**src/rtl/useq_pkg.sv**
```systemverilog
package useq_pkg;

    typedef enum logic [1:0] {
        SEL_INC    = 2'b00,
        SEL_JUMP   = 2'b01,
        SEL_BRANCH = 2'b10,
        SEL_HOLD   = 2'b11
    } nxt_sel_e;

    typedef enum logic {
        PH_LOAD  = 1'b0,
        PH_SHIFT = 1'b1
    } tphase_e;

    // control bundle from the test controller to the datapath
    typedef struct packed {
        logic load;   // parallel capture into the microinstruction register
        logic shift;  // right shift of the microinstruction register
        logic step;   // counter update enable
    } seq_ctl_t;

    // control-store contents as a closed-form function of the address
    function automatic logic [31:0] store_word(input logic [31:0] a);
        return (a * 32'd37 + 32'h0000_5A3C) ^ (a << 9);
    endfunction

endpackage

```
**src/rtl/useq_nextaddr.sv**
```systemverilog
module useq_nextaddr
    import useq_pkg::*;
#(
    parameter int AW = 5
) (
    input  logic [AW-1:0] upc_i,
    input  logic [1:0]    sel_i,
    input  logic [AW-1:0] jump_addr_i,
    input  logic          cond_i,
    input  logic          force_inc_i,
    output logic [AW-1:0] nxt_o
);
    logic [AW-1:0] incr;
    nxt_sel_e      sel;

    assign incr = upc_i + AW'(1);
    assign sel  = force_inc_i ? SEL_INC : nxt_sel_e'(sel_i);

    always_comb begin
        unique case (sel)
            SEL_INC:    nxt_o = incr;
            SEL_JUMP:   nxt_o = jump_addr_i;
            SEL_BRANCH: nxt_o = cond_i ? jump_addr_i : incr;
            default:    nxt_o = upc_i;
        endcase
    end
endmodule

```
**src/rtl/useq_store.sv**
```systemverilog
module useq_store
    import useq_pkg::*;
#(
    parameter int AW = 5,
    parameter int WW = 16
) (
    input  logic [AW-1:0] addr_i,
    output logic [WW-1:0] data_o
);
    localparam int DEPTH = 1 << AW;

    logic [WW-1:0] table_q [DEPTH];

    for (genvar i = 0; i < DEPTH; i++) begin : g_word
        localparam logic [31:0] FULL = store_word(32'(i));
        assign table_q[i] = FULL[WW-1:0];
    end

    assign data_o = table_q[addr_i];
endmodule

```
**src/rtl/useq_uir.sv**
```systemverilog
module useq_uir #(
    parameter int WW = 16
) (
    input  logic          clk_i,
    input  logic          rst_i,
    input  logic          load_i,
    input  logic          shift_i,
    input  logic [WW-1:0] d_i,
    output logic [WW-1:0] q_o
);
    always_ff @(posedge clk_i) begin
        if (rst_i)        q_o <= '0;
        else if (load_i)  q_o <= d_i;
        else if (shift_i) q_o <= {1'b0, q_o[WW-1:1]};
    end
endmodule

```
**src/rtl/useq_test_ctl.sv**
```systemverilog
module useq_test_ctl
    import useq_pkg::*;
#(
    parameter int AW = 5,
    parameter int WW = 16
) (
    input  logic          clk_i,
    input  logic          rst_i,
    input  logic          test_mode_i,
    input  logic [AW-1:0] upc_i,
    output seq_ctl_t      ctl_o,
    output logic          scan_valid_o,
    output logic          done_o
);
    localparam int            CW   = (WW > 2) ? $clog2(WW) : 1;
    localparam logic [CW-1:0] LAST = CW'(WW - 1);

    tphase_e       phase;
    logic [CW-1:0] cnt;
    logic          last_bit;

    assign last_bit = (phase == PH_SHIFT) && (cnt == LAST);

    always_ff @(posedge clk_i) begin
        if (rst_i || !test_mode_i) begin
            phase  <= PH_LOAD;
            cnt    <= '0;
            done_o <= 1'b0;
        end else if (phase == PH_LOAD) begin
            phase <= PH_SHIFT;
            cnt   <= '0;
        end else if (last_bit) begin
            phase <= PH_LOAD;
            cnt   <= '0;
            if (upc_i == '1) done_o <= 1'b1;
        end else begin
            cnt <= cnt + CW'(1);
        end
    end

    always_comb begin
        ctl_o.load   = !test_mode_i || (phase == PH_LOAD);
        ctl_o.shift  = test_mode_i && (phase == PH_SHIFT);
        ctl_o.step   = !test_mode_i || last_bit;
        scan_valid_o = ctl_o.shift;
    end
endmodule

```
**src/rtl/useq_top.sv**
```systemverilog
module useq_top
    import useq_pkg::*;
#(
    parameter int AW = 5,
    parameter int WW = 16
) (
    input  logic          clk_i,
    input  logic          rst_i,
    input  logic          test_mode_i,
    input  logic [1:0]    sel_i,
    input  logic [AW-1:0] jump_addr_i,
    input  logic          cond_i,
    output logic [AW-1:0] upc_o,
    output logic [WW-1:0] uir_o,
    output logic          scan_out_o,
    output logic          scan_valid_o,
    output logic          test_done_o
);
    seq_ctl_t      ctl;
    logic [AW-1:0] nxt;
    logic [WW-1:0] rom_word;

    useq_nextaddr #(.AW(AW)) u_nxt (
        .upc_i       (upc_o),
        .sel_i       (sel_i),
        .jump_addr_i (jump_addr_i),
        .cond_i      (cond_i),
        .force_inc_i (test_mode_i),
        .nxt_o       (nxt)
    );

    useq_store #(.AW(AW), .WW(WW)) u_store (
        .addr_i (upc_o),
        .data_o (rom_word)
    );

    useq_test_ctl #(.AW(AW), .WW(WW)) u_ctl (
        .clk_i        (clk_i),
        .rst_i        (rst_i),
        .test_mode_i  (test_mode_i),
        .upc_i        (upc_o),
        .ctl_o        (ctl),
        .scan_valid_o (scan_valid_o),
        .done_o       (test_done_o)
    );

    useq_uir #(.WW(WW)) u_uir (
        .clk_i   (clk_i),
        .rst_i   (rst_i),
        .load_i  (ctl.load),
        .shift_i (ctl.shift),
        .d_i     (rom_word),
        .q_o     (uir_o)
    );

    always_ff @(posedge clk_i) begin
        if (rst_i)         upc_o <= '0;
        else if (ctl.step) upc_o <= nxt;
    end

    assign scan_out_o = scan_valid_o & uir_o[0];
endmodule

```
**config.mk**
```make
export PLATFORM = sky130hd
export DESIGN_NAME = useq_top
export DESIGN_NICKNAME = d
export VERILOG_FILES = /design/src/rtl/useq_pkg.sv /design/src/rtl/useq_nextaddr.sv /design/src/rtl/useq_store.sv /design/src/rtl/useq_uir.sv /design/src/rtl/useq_test_ctl.sv /design/src/rtl/useq_top.sv
export SDC_FILE = /design/constraint.sdc
export NUM_CORES = 1
export LEC_CHECK = 0
export ABC_AREA = 1
export BUFFER_PORTS_ARGS = -buffer_cell sky130_fd_sc_hd__buf_4
export CORE_ASPECT_RATIO = 1.25
export CORE_MARGIN = 5
export CORE_UTILIZATION = 54
export CTS_CLUSTER_DIAMETER = 150
export DETAILED_ROUTE_END_ITERATION = 8
export PLACE_DENSITY = 0.79
export SYNTH_ARGS = -nofsm -noshare
export SYNTH_HDL_FRONTEND = slang
export SYNTH_SLANG_ARGS = --single-unit
```
**constraint.sdc**
```tcl
create_clock -name clk_i -period 1.6 [get_ports clk_i]
set_input_delay 0.08 -clock clk_i [delete_from_list [all_inputs] [get_ports clk_i]]
set_output_delay 0.08 -clock clk_i [all_outputs]
set_load 0.005 [all_outputs]
```
==> out/metrics.csv <==
stage,metric,value,unit
status,status,completed,
yosys,avgSynthCellArea,6.790,µm²
worst_setup_path,start_kind,flip-flop,
floorplanning,die_w,59.03,µm
route,vias,1636,
worst_setup_path,end_kind,flip-flop,
yosys,seq_area_frac_synth,32.07,%
worst_setup_path,path_cells,ha_1 > inv_1 > ha_1 > or2_1 > a21boi_1 > nor2_1 > nor2_1,
pwr,p_comb_share,28.8,%
final_layout,nNetsFinal,310,
yosys,syn_area,1623,µm²
global_route,grt.met2_usage,35.63,%
worst_setup_path,cp_top_family,flip-flops,
global_route,grt_usage,19.19,%
global_route,grtUsageMet3,2.162,%
worst_setup_path,cp_slowest_cell,dfxtp_1,
hold_path,hold_class,primary input to flip-flop,
yosys,synth-simple-area-share,34.62,%
yosys,yosys.area.top_type,dfxtp_1,
yosys,yosysTopAreaCellShare,32.07,%
route,ant_nets,0,
yosys,syn_inst,239,
final_layout,finalCoreUtilization,68.91,%
worst_setup_path,cp_max_fo,4,
yosys,synth_top_family_by_area,simple AND/OR/NAND/NOR gates,
clock_network,clk_latency,0.32,ns
run,drv_cap,0,
pwr,p_switching,0.4985,mW
pwr,power.internal,1.174,mW
worst_setup_path,r2r_slack,0.19,ns
floorplanning,start_util,55.62,%
placed_design,numPortBuffers,33,
sta,rsz0062_at_grt,false,
pwr,p_clk_share,27.2,%
clock_network,cts-buffers-inserted,3,
yosys,synthTopCellsByArea,"dfxtp_1 32%, nand2_1 17%, ha_1 12%",
sta,max_freq,708.1,MHz
route,routed_wl,3880,µm
route,route.detailed.drc,0,
final_layout,synthToLayoutAreaGrowth,23.90,%
yosys,synthXorXnorAreaFrac,0,%
sta,clock_skew,0.004801,ns
pwr,ir_worst_vdd,0.0006371,V
global_route,grt_pass1_vias,1526,
pwr,sequentialPowerShare,44.0,%
final_layout,drive_gt1_share,24.11,%
pwr,leakage,1.053,nW
floorplanning,die_h,71.29,µm
floorplanning,core,2918,µm²
worst_setup_path,worstPathRequired,1.88,ns
sta,hold_violations,0,
sta,report.final.slew_viol_count,0,
placed_design,gp_congestion,0.9190,
floorplanning,ios,35,
yosys,yosysWarnings,0,
yosys,synth_compound_area_share,11.57,%
global_route,grt_max_degree,16,
sta,setup_viol,0,
route,wl_per_cell,12.20,µm
global_route,busiest_layer,met2,
global_route,grt_overflow,0,
clock_network,cts_tree,built,
yosys,synth_cell_types,25,
hold_path,min_from,test_mode_i,
floorplanning,num_rows,22,
clock_network,cts-htree-levels,1,
worst_setup_path,critical_path_class,flip-flop to flip-flop,
yosys,muxShareOfSynthArea,0,%
global_route,grt_pass1_wl,6417,µm
clock_network,clkSlewWorstSetupHoldPaths,0.15,ns
yosys,ys_seq_elements,26,
route,first_pass_iters,4,
sta,setup_tns,0,ns
sta,finalCritPeriodShare,88.27,%
worst_setup_path,crit_buf_inv,1,
worst_setup_path,max_stage_delay,0.43,ns
floorplanning,die_area,4208,µm²
yosys,synth_fa_ha_area_share,12.34,%
clock_network,cts_buffer_depth,2,
worst_setup_path,crit_arrival,1.69,ns
pwr,powerDensity,832.0,nW/µm²
sta,min_period,1.412,ns
clock_network,clockRootBuffer,clkbuf_4,
final_layout,diodes,0,
worst_setup_path,reg2reg_from,upc_o[0],
global_route,grt_use_met1,21.60,%
clock_network,numClockSinks,26,
worst_setup_path,startpoint,upc_o[0],
route,drt_iter0_drc,42,
global_route,antenna_found_initial,0,
pwr,switching_share,29.80,%
placed_design,dp_hpwl,2984,µm
clock_network,post_cts_buffers,0,
final_layout,fillers,291,
route,viasPerCell,5.145,
yosys,synth_fp_nets,266,
## cell usage after synthesis
cell type	n
nand2_1	75
nand3_1	21
ha_1	16
or2_2	1
a21oi_1	11
conb_1	1
nor3b_2	1
inv_1	17
nor2_2	3
nand2_2	3
or2_1	1
o211ai_1	1
o21ai_0	8
o22ai_1	3
buf_2	2
buf_6	3
o21bai_4	1
nor2_1	28
inv_2	7
a21boi_1	2
o21ai_1	3
buf_4	2
dfxtp_1	26
o21ai_2	2
nand3b_1	1
## state kept, by name, summed over array words and instances, names as in the netlist
name          flops
u_ctl.phase       1
u_ctl.done_o      1
u_ctl.cnt         4
upc_o             5
u_uir.q_o        15
## final cells by class
type,count,area (µm²),share of cell area [%]
Inverter,24,90.09,4.480
Sequential cell,26,521.8,25.95
Clock inverter,1,30.03,1.493
Timing Repair Buffer,46,347.8,17.30
Tap cell,36,45.04,2.240
Multi-Input combinational cell,182,953.4,47.42
Clock buffer,3,22.52,1.120
## per-layer routing
metal | part of all wire (%) | vias up | wire [µm]
met2 | 52 | 60 | 2008
met5 | 0 | - | 0
met4 | 2.7 | 0 | 106
met3 | 6.1 | 14 | 237
li1 | - | 842 | -
met1 | 39 | 720 | 1528
## tightest hold or removal path: cells and delay by family
family,cells,cell delay [ns]
buffers and inverters,1,0.12
and+or+nand+nor,2,0.11
## power by group through the flow
stage               clock [mW]  sequential (mW)  combinational [mW]
global route             0.493            0.746               0.534
CTS                      0.465            0.737               0.480
detailed placement           0            0.751               0.471
finish                   0.455            0.737               0.481
floorplan                    0            0.759               0.277
global placement             0            0.749               0.468
## final timing paths
path	end	depth (start not counted)
setup reg to reg	u_uir.q_o[7]	7
setup / recovery	u_uir.q_o[7]	7
hold / removal	u_ctl.done_o	3
hold reg to reg	u_uir.q_o[9]	2
## repair_timing
action                                  CTS  global route
hold endpoints to repair                  2             0
hold buffers                              1             0
endpoints found under the setup margin    0             1
gates resized for setup                   0             1
## metrics by stage
step                hold slack [ns]  power [mW]  area, µm²  setup slack (ns)  std cells
finish                      0.01958       1.673       2011            0.1877        318
floorplan                    0.1524       1.036       1623            0.1394        239
global placement             0.2883       1.217       1947            0.1839        313
global route                0.02901       1.773       2011           0.04128        318
detailed placement           0.2896       1.223       1947            0.1670        313
CTS                         0.01765       1.682       2009            0.1305        318
## cells by family (layout without fill, tap and decap cells)
group / after synthesis / count (layout)
AND/OR/NAND/NOR: 134 / 134
AO/OA/AOI/OAI: 31 / 31
buffers and inverters: 31 / 74
flip-flops: 26 / 26
adder cells (fa/ha/maj): 16 / 16
other: 1 / 1
## placed cells by master, fill, tap and decap left out, types with 7 or more instances in the layout
cell type,n
o21ai_0,8
a21oi_1,11
nor2_1,28
inv_1,17
dfxtp_1,25
nand3_1,21
ha_1,16
nand2_1,75
inv_2,7
buf_4,45
Note: power is estimated with default switching activity, not from simulation.
